[src/rtl/tfp_pkg.sv]
package tfp_pkg;

  localparam int STAT_W    = 3;
  localparam int PKT_MAX_W = 16;
  localparam int SLOT_MAX_W = STAT_W + PKT_MAX_W + 1;

  typedef enum logic [1:0] {
    MODE_N4  = 2'd0,
    MODE_N8  = 2'd1,
    MODE_N16 = 2'd2,
    MODE_ALT = 2'd3
  } tfp_mode_e;

  // packet width carried per slot for a mode index
  function automatic int pkt_w_of(input int m);
    case (m)
      0:       return 4;
      1:       return 8;
      default: return 16;
    endcase
  endfunction

  function automatic int slot_w_of(input logic [1:0] m);
    return pkt_w_of(int'(m)) + STAT_W + 1;
  endfunction

  function automatic logic [1:0] slots_of(input logic [1:0] m);
    case (tfp_mode_e'(m))
      MODE_N4: return 2'd3;
      MODE_N8: return 2'd2;
      default: return 2'd1;
    endcase
  endfunction

  function automatic int used_bits_of(input logic [1:0] m);
    return int'(slots_of(m)) * slot_w_of(m);
  endfunction

endpackage

[src/rtl/tfp_fmt.sv]
module tfp_fmt
  import tfp_pkg::*;
#(
  parameter logic [STAT_W-1:0] TRIG_CODE = 3'b110
) (
  input  logic [1:0]            mode,
  input  logic [STAT_W-1:0]     stat,
  input  logic [PKT_MAX_W-1:0]  pkt,
  input  logic                  sync,
  input  logic                  trig,
  output logic [SLOT_MAX_W-1:0] field
);

  localparam int NMODES = 3;

  logic [SLOT_MAX_W-1:0] cand [NMODES];

  // one slot builder per port width
  for (genvar g = 0; g < NMODES; g++) begin : g_mode
    localparam int PW = pkt_w_of(g);
    localparam int FW = PW + STAT_W + 1;
    logic [PW-1:0]     pkt_eff;
    logic [STAT_W-1:0] stat_eff;
    logic [FW-1:0]     raw;

    always_comb begin
      pkt_eff  = pkt[PW-1:0];
      stat_eff = stat;
      if (trig) begin
        pkt_eff[STAT_W-1:0] = stat;
        stat_eff            = TRIG_CODE;
      end
      raw = {sync, pkt_eff, stat_eff};
    end

    assign cand[g] = SLOT_MAX_W'(raw);
  end

  always_comb begin
    case (tfp_mode_e'(mode))
      MODE_N4: field = cand[0];
      MODE_N8: field = cand[1];
      default: field = cand[2];
    endcase
  end

endmodule

[src/rtl/tfp_slot_ctrl.sv]
module tfp_slot_ctrl
  import tfp_pkg::*;
(
  input  logic       clk,
  input  logic       rst_n,
  input  logic [1:0] mode,
  input  logic       cap_en,
  input  logic       smp_valid,
  output logic       take,
  output logic [1:0] slot_idx,
  output logic       last,
  output logic       flush,
  output logic       drained
);

  logic [1:0] cnt_q, cnt_d;
  logic       cnt_en;
  logic       drained_q, drained_d;
  logic [1:0] nslot;

  assign nslot = slots_of(mode);

  always_comb begin
    take      = cap_en & smp_valid;
    last      = take && (cnt_q == nslot - 2'd1);
    flush     = !cap_en && (cnt_q != 2'd0);
    cnt_en    = take | flush;
    cnt_d     = cnt_q;
    if (last || flush)
      cnt_d = 2'd0;
    else if (take)
      cnt_d = cnt_q + 2'd1;
    drained_d = !cap_en && (cnt_d == 2'd0);
  end

  always_ff @(posedge clk or negedge rst_n) begin
    if (!rst_n) begin
      cnt_q     <= 2'd0;
      drained_q <= 1'b1;
    end else begin
      if (cnt_en)
        cnt_q <= cnt_d;
      drained_q <= drained_d;
    end
  end

  assign slot_idx = cnt_q;
  assign drained  = drained_q;

  // fill level never reaches the slot count of the current width
  p_cnt_bound_r3: assert property (@(posedge clk) disable iff (!rst_n)
    cnt_q < nslot);

  // input rule: width held while a word is partly filled
  p_mode_held_r3: assert property (@(posedge clk) disable iff (!rst_n)
    (cnt_q != 2'd0) |-> $stable(mode));

  // drained never claims while a partial word exists
  p_drained_empty_r9: assert property (@(posedge clk) disable iff (!rst_n)
    drained_q |-> (cnt_q == 2'd0));

endmodule

[src/rtl/tfp_word_asm.sv]
module tfp_word_asm
  import tfp_pkg::*;
#(
  parameter int WORD_W = 32
) (
  input  logic                  clk,
  input  logic                  rst_n,
  input  logic [1:0]            mode,
  input  logic                  take,
  input  logic [1:0]            slot_idx,
  input  logic                  last,
  input  logic                  flush,
  input  logic [SLOT_MAX_W-1:0] field,
  output logic                  word_valid,
  output logic [WORD_W-1:0]     word_data
);

  logic [WORD_W-1:0] acc_q, acc_d, word_q, word_d;
  logic              acc_en, word_en, valid_q;
  logic [WORD_W-1:0] base;

  always_comb begin
    base    = (slot_idx == 2'd0) ? '0 : acc_q;
    acc_d   = base | (WORD_W'(field) << (int'(slot_idx) * slot_w_of(mode)));
    acc_en  = take | flush;
    word_en = last | flush;
    word_d  = last ? acc_d : acc_q;
  end

  always_ff @(posedge clk or negedge rst_n) begin
    if (!rst_n) begin
      acc_q   <= '0;
      word_q  <= '0;
      valid_q <= 1'b0;
    end else begin
      if (acc_en)
        acc_q <= flush ? '0 : acc_d;
      if (word_en)
        word_q <= word_d;
      valid_q <= word_en;
    end
  end

  assign word_valid = valid_q;
  assign word_data  = word_q;

  // bits above the last slot are clear in an emitted word
  p_upper_zero_r6: assert property (@(posedge clk) disable iff (!rst_n)
    valid_q |-> ((word_q >> used_bits_of(mode)) == '0));

endmodule

[src/rtl/trace_frame_packer.sv]
module trace_frame_packer
  import tfp_pkg::*;
#(
  parameter int                WORD_W    = 32,
  parameter logic [STAT_W-1:0] TRIG_CODE = 3'b110
) (
  input  logic                 clk,
  input  logic                 rst_n,
  input  logic [1:0]           port_mode,
  input  logic                 cap_en,
  input  logic                 smp_valid,
  input  logic [STAT_W-1:0]    smp_stat,
  input  logic [PKT_MAX_W-1:0] smp_pkt,
  input  logic                 smp_sync,
  input  logic                 smp_trig,
  output logic                 word_valid,
  output logic [WORD_W-1:0]    word_data,
  output logic                 drained
);

  logic                  take, last, flush;
  logic [1:0]            slot_idx;
  logic [SLOT_MAX_W-1:0] field;

  tfp_fmt #(.TRIG_CODE(TRIG_CODE)) i_fmt (
    .mode  (port_mode),
    .stat  (smp_stat),
    .pkt   (smp_pkt),
    .sync  (smp_sync),
    .trig  (smp_trig),
    .field (field)
  );

  tfp_slot_ctrl i_ctrl (
    .clk       (clk),
    .rst_n     (rst_n),
    .mode      (port_mode),
    .cap_en    (cap_en),
    .smp_valid (smp_valid),
    .take      (take),
    .slot_idx  (slot_idx),
    .last      (last),
    .flush     (flush),
    .drained   (drained)
  );

  tfp_word_asm #(.WORD_W(WORD_W)) i_asm (
    .clk        (clk),
    .rst_n      (rst_n),
    .mode       (port_mode),
    .take       (take),
    .slot_idx   (slot_idx),
    .last       (last),
    .flush      (flush),
    .field      (field),
    .word_valid (word_valid),
    .word_data  (word_data)
  );

  // a word only appears after an accepted sample or a stop
  p_valid_cause_r4: assert property (@(posedge clk) disable iff (!rst_n)
    word_valid |-> ($past(cap_en && smp_valid) || $past(!cap_en)));

  // a word emitted after a stop is the last one, so drained rises with it
  p_flush_drains_r8: assert property (@(posedge clk) disable iff (!rst_n)
    (word_valid && $past(!cap_en)) |-> drained);

  // drained stays low while capture runs
  p_run_not_drained_r9: assert property (@(posedge clk) disable iff (!rst_n)
    $past(cap_en) |-> !drained);

endmodule

[config.mk]
export PLATFORM = sky130hd
export DESIGN_NAME = trace_frame_packer
export DESIGN_NICKNAME = d
export VERILOG_FILES = /design/src/rtl/tfp_pkg.sv /design/src/rtl/tfp_fmt.sv /design/src/rtl/tfp_slot_ctrl.sv /design/src/rtl/tfp_word_asm.sv /design/src/rtl/trace_frame_packer.sv
export SDC_FILE = /design/constraint.sdc
export NUM_CORES = 1
export LEC_CHECK = 0
export CORE_MARGIN = 3
export CORE_UTILIZATION = 30
export DETAILED_ROUTE_END_ITERATION = 7
export PLACE_DENSITY_LB_ADDON = 0.1
export SYNTH_ARGS = -nofsm -noshare
export SYNTH_HDL_FRONTEND = slang
export SYNTH_SLANG_ARGS = --single-unit
[constraint.sdc]
create_clock -name clk -period 3.55 [get_ports clk]
set_input_delay 0.71 -clock clk [delete_from_list [all_inputs] [get_ports clk]]
set_output_delay 0.71 -clock clk [all_outputs]
set_load 0.02 [all_outputs]
==> metrics.txt <==
GP Congestion=0.9373; Avg Synthesized Cell Area=8.682 µm²; clk_lat worst skew=350 ps; worst slack, placed=-837.2 ps; die width=127.4 µm; area grow syn2layout=37.60%; power share of the combinational group=57.9%; # nets final=654; die area=16220 µm²; register bit total from synthesis=68; Clock Skew=6.290 ps; Sw Pwr=2.350 mW; Most common cell on crit path=buf_4; Post-synth EDFFs=0; Antenna Nets Post-Route=0; relative slew slack=59.76%; # IOs=61; status=complete, no violations; P_leak=2.563 nW; Worst Max-Slew Pin Slew=586.8 ps; Reg area=1703 µm²; initial core utilization=31.23%; vias in the first global route=4448; DP Cell Count=781; Net Sw Frac=44.68%; die height=127.4 µm; post-synthesis sequential area ratio=38.53%; dpl hpwl=12940 µm; area leader, netlist=dfrtp_1; CTS buffer count=9; Post-route DRC=0; H-Tree Depth=3; maximum number of pins on one net before global-route repair=63; critical path's largest stage delay=340 ps; total power=5.260 mW; DR pass1 iterations=5; CTS max path bufs=2; Via density=5.684; share of layout cells above drive strength 1=22.15%; commonest non-fill, non-tap cell in the layout=nand2_1; Antenna Diode Count=0; clock network power share=18.3%; Critical Path, Cell by Cell=clkdlybuf4s15_2, nor2b_4, inv_1, ha_4, and2_1, ha_1, ha_2, fa_2, buf_4, nor4b_4, a31oi_4, buf_4, a21oi_1, a221oi_2, buf_4, o21ai_1; largest cells by area after synthesis=dfrtp_1 (38%), nand2_1 (6.1%), o21ai_0 (4.8%); CTS Hold Bufs=0; crit end category=register; Core ar.=14150 µm²; kind of critical path=input port to register; GRT Total Usage=21.41%; Synth Flop Type=dfrtp_1; TritonCTS clock tree=built; asr flop ratio synth=100.0%; Max Clock Freq=0.2920 GHz; Hold Crit Class=input port to asynchronous set/reset pin; Port Buffers=60; Internal=2.910 mW; final cell count without fillers=803; Placed Area=5558 µm²; Setup crit start kind=input port; most frequent cells in the layout=nand2_1 (71), buf_4 (68), dfrtp_1 (67), clkdlybuf4s50_1 (57), o21ai_0 (34); Fin. Hold Viols=0; Syn. warnings=0; CP Max Fanout=8; DR WL/cell=21.58 µm; Routed WL=17330 µm; Synth top area share=37.94%; Final Critical Period=3425 ps; Cell Rows=43; Max IR drop VDD=0.0003361 V; vias=4564; first-pass GRT wire length=26640 µm; Unique masters post-synth=72; Sink Count=68; Syn Inst Count=509; Mapped Area=4419 µm²; final setup violation count=0; setup slack after layout=124.8 ps; post-route clock period utilization=96.48%; Reg power frac=23.8%; Worst-path clk slew=70 ps; Fillers=1404; CP max-delay cell=fa_2; MaxCap Viol Count=0; Final Cell Area=6081 µm²; CP arrival=3700 ps; final slew viol count=0; Worst Path Required=3820 ps; total congestion overflow=0; DRT iter0 DRCs=405; area of the multi-input gates=2625 µm²; initial antenna violation count=0; CTS Root Cell=clkbuf_16; power per cell area=865.0 nW/µm²
[registers in the layout, summed over array words and instances, names as in the netlist]
signal            cells
i_asm.acc_q          32
i_asm.word_data      32
i_asm.word_valid      1
i_ctrl.drained        1
i_ctrl.slot_idx       2
[kinds of logic after synthesis]
family	count (synthesis)	synth area share [%]
muxes	9	2.152
xor gates and xnor gates	1	0.1982
DFF	68	38.53
AOI/OAI and AO/OA	180	28.57
buffers and inverters	52	5.946
and+or+nand+nor	189	21.80
other	1	0.08486
adders and majority gates	9	2.718
[final timing paths]
path	startpoint	endpoint	slack [ps]	cells after the start
min	rst_n	i_asm.word_data[14]	210	1
max	port_mode[1]	i_asm.acc_q[21]	120	16
min in group clk	i_asm.acc_q[25]	i_asm.acc_q[25]	480	2
max in group asynchronous	rst_n	i_ctrl.drained	2680	2
max reg2reg	i_ctrl.slot_idx[0]	i_asm.acc_q[21]	710	13
min reg2reg	i_asm.acc_q[25]	i_asm.acc_q[25]	480	2
[stage by stage]
step	hold WS [ps]	util, %	TNS (ps)
3_5_place_dp	464.6	39.28	-43400
2_1_floorplan	414.4	-	0
5_1_grt	205.8	42.97	-11.56
4_1_cts	202.9	42.13	0
6_report	208.2	42.97	0
3_3_place_gp	461.9	39.28	-39910
[synth_stat cells, types with 11 or more instances]
cell       n
a21oi_1   26
buf_2     12
clkbuf_1  14
dfrtp_1   67
inv_1     15
nand2_1   72
nand3_1   18
nor2_1    32
nor3_1    11
o21ai_0   42
o21ai_1   14
[critical path: cells and delay by family]
| family | cells | cell delay [ps] |
|---|---|---|
| AOI/OAI and AO/OA | 4 | 540 |
| adders and majority gates | 4 | 1070 |
| buffers and inverters | 5 | 820 |
| and+or+nand+nor | 3 | 540 |
[final cells by class]
cell class	instances	share of cell area, %
clock buffer	9	3.704
clock inverter	7	1.358
inverter	17	1.049
multi-input combinational	390	43.17
sequential	68	28.00
tap	180	3.704
timing repair buffer	132	19.01
[what timing repair did]
action	in CTS	in global routing
setup endpoints to repair	64	42
resized for setup	27	16
pin swaps	1	6
hold endpoints to repair	0	0
buffers inserted	0	5
gates cloned	0	1
[power groups by stage]
stage	Clock [mW]	Sequential [mW]	Combinational, mW
6_report	0.965	1.25	3.04
3_5_place_dp	0	1.27	2.88
2_1_floorplan	0	1.43	1.45
5_1_grt	1.01	1.29	3.28
3_3_place_gp	0	1.26	2.90
4_1_cts	0.980	1.25	2.95
[metal layers]
| metal | wire length [µm] | vias up | global-route usage (%) |
|---|---|---|---|
| li1 | - | 2111 | - |
| met1 | 8144 | 2259 | 30.60 |
| met2 | 7935 | 176 | 33.42 |
| met3 | 961 | 18 | 3.846 |
| met4 | 285 | 0 | 5.678 |
| met5 | 0 | - | 0 |
Power figures use the tool's default switching activity.
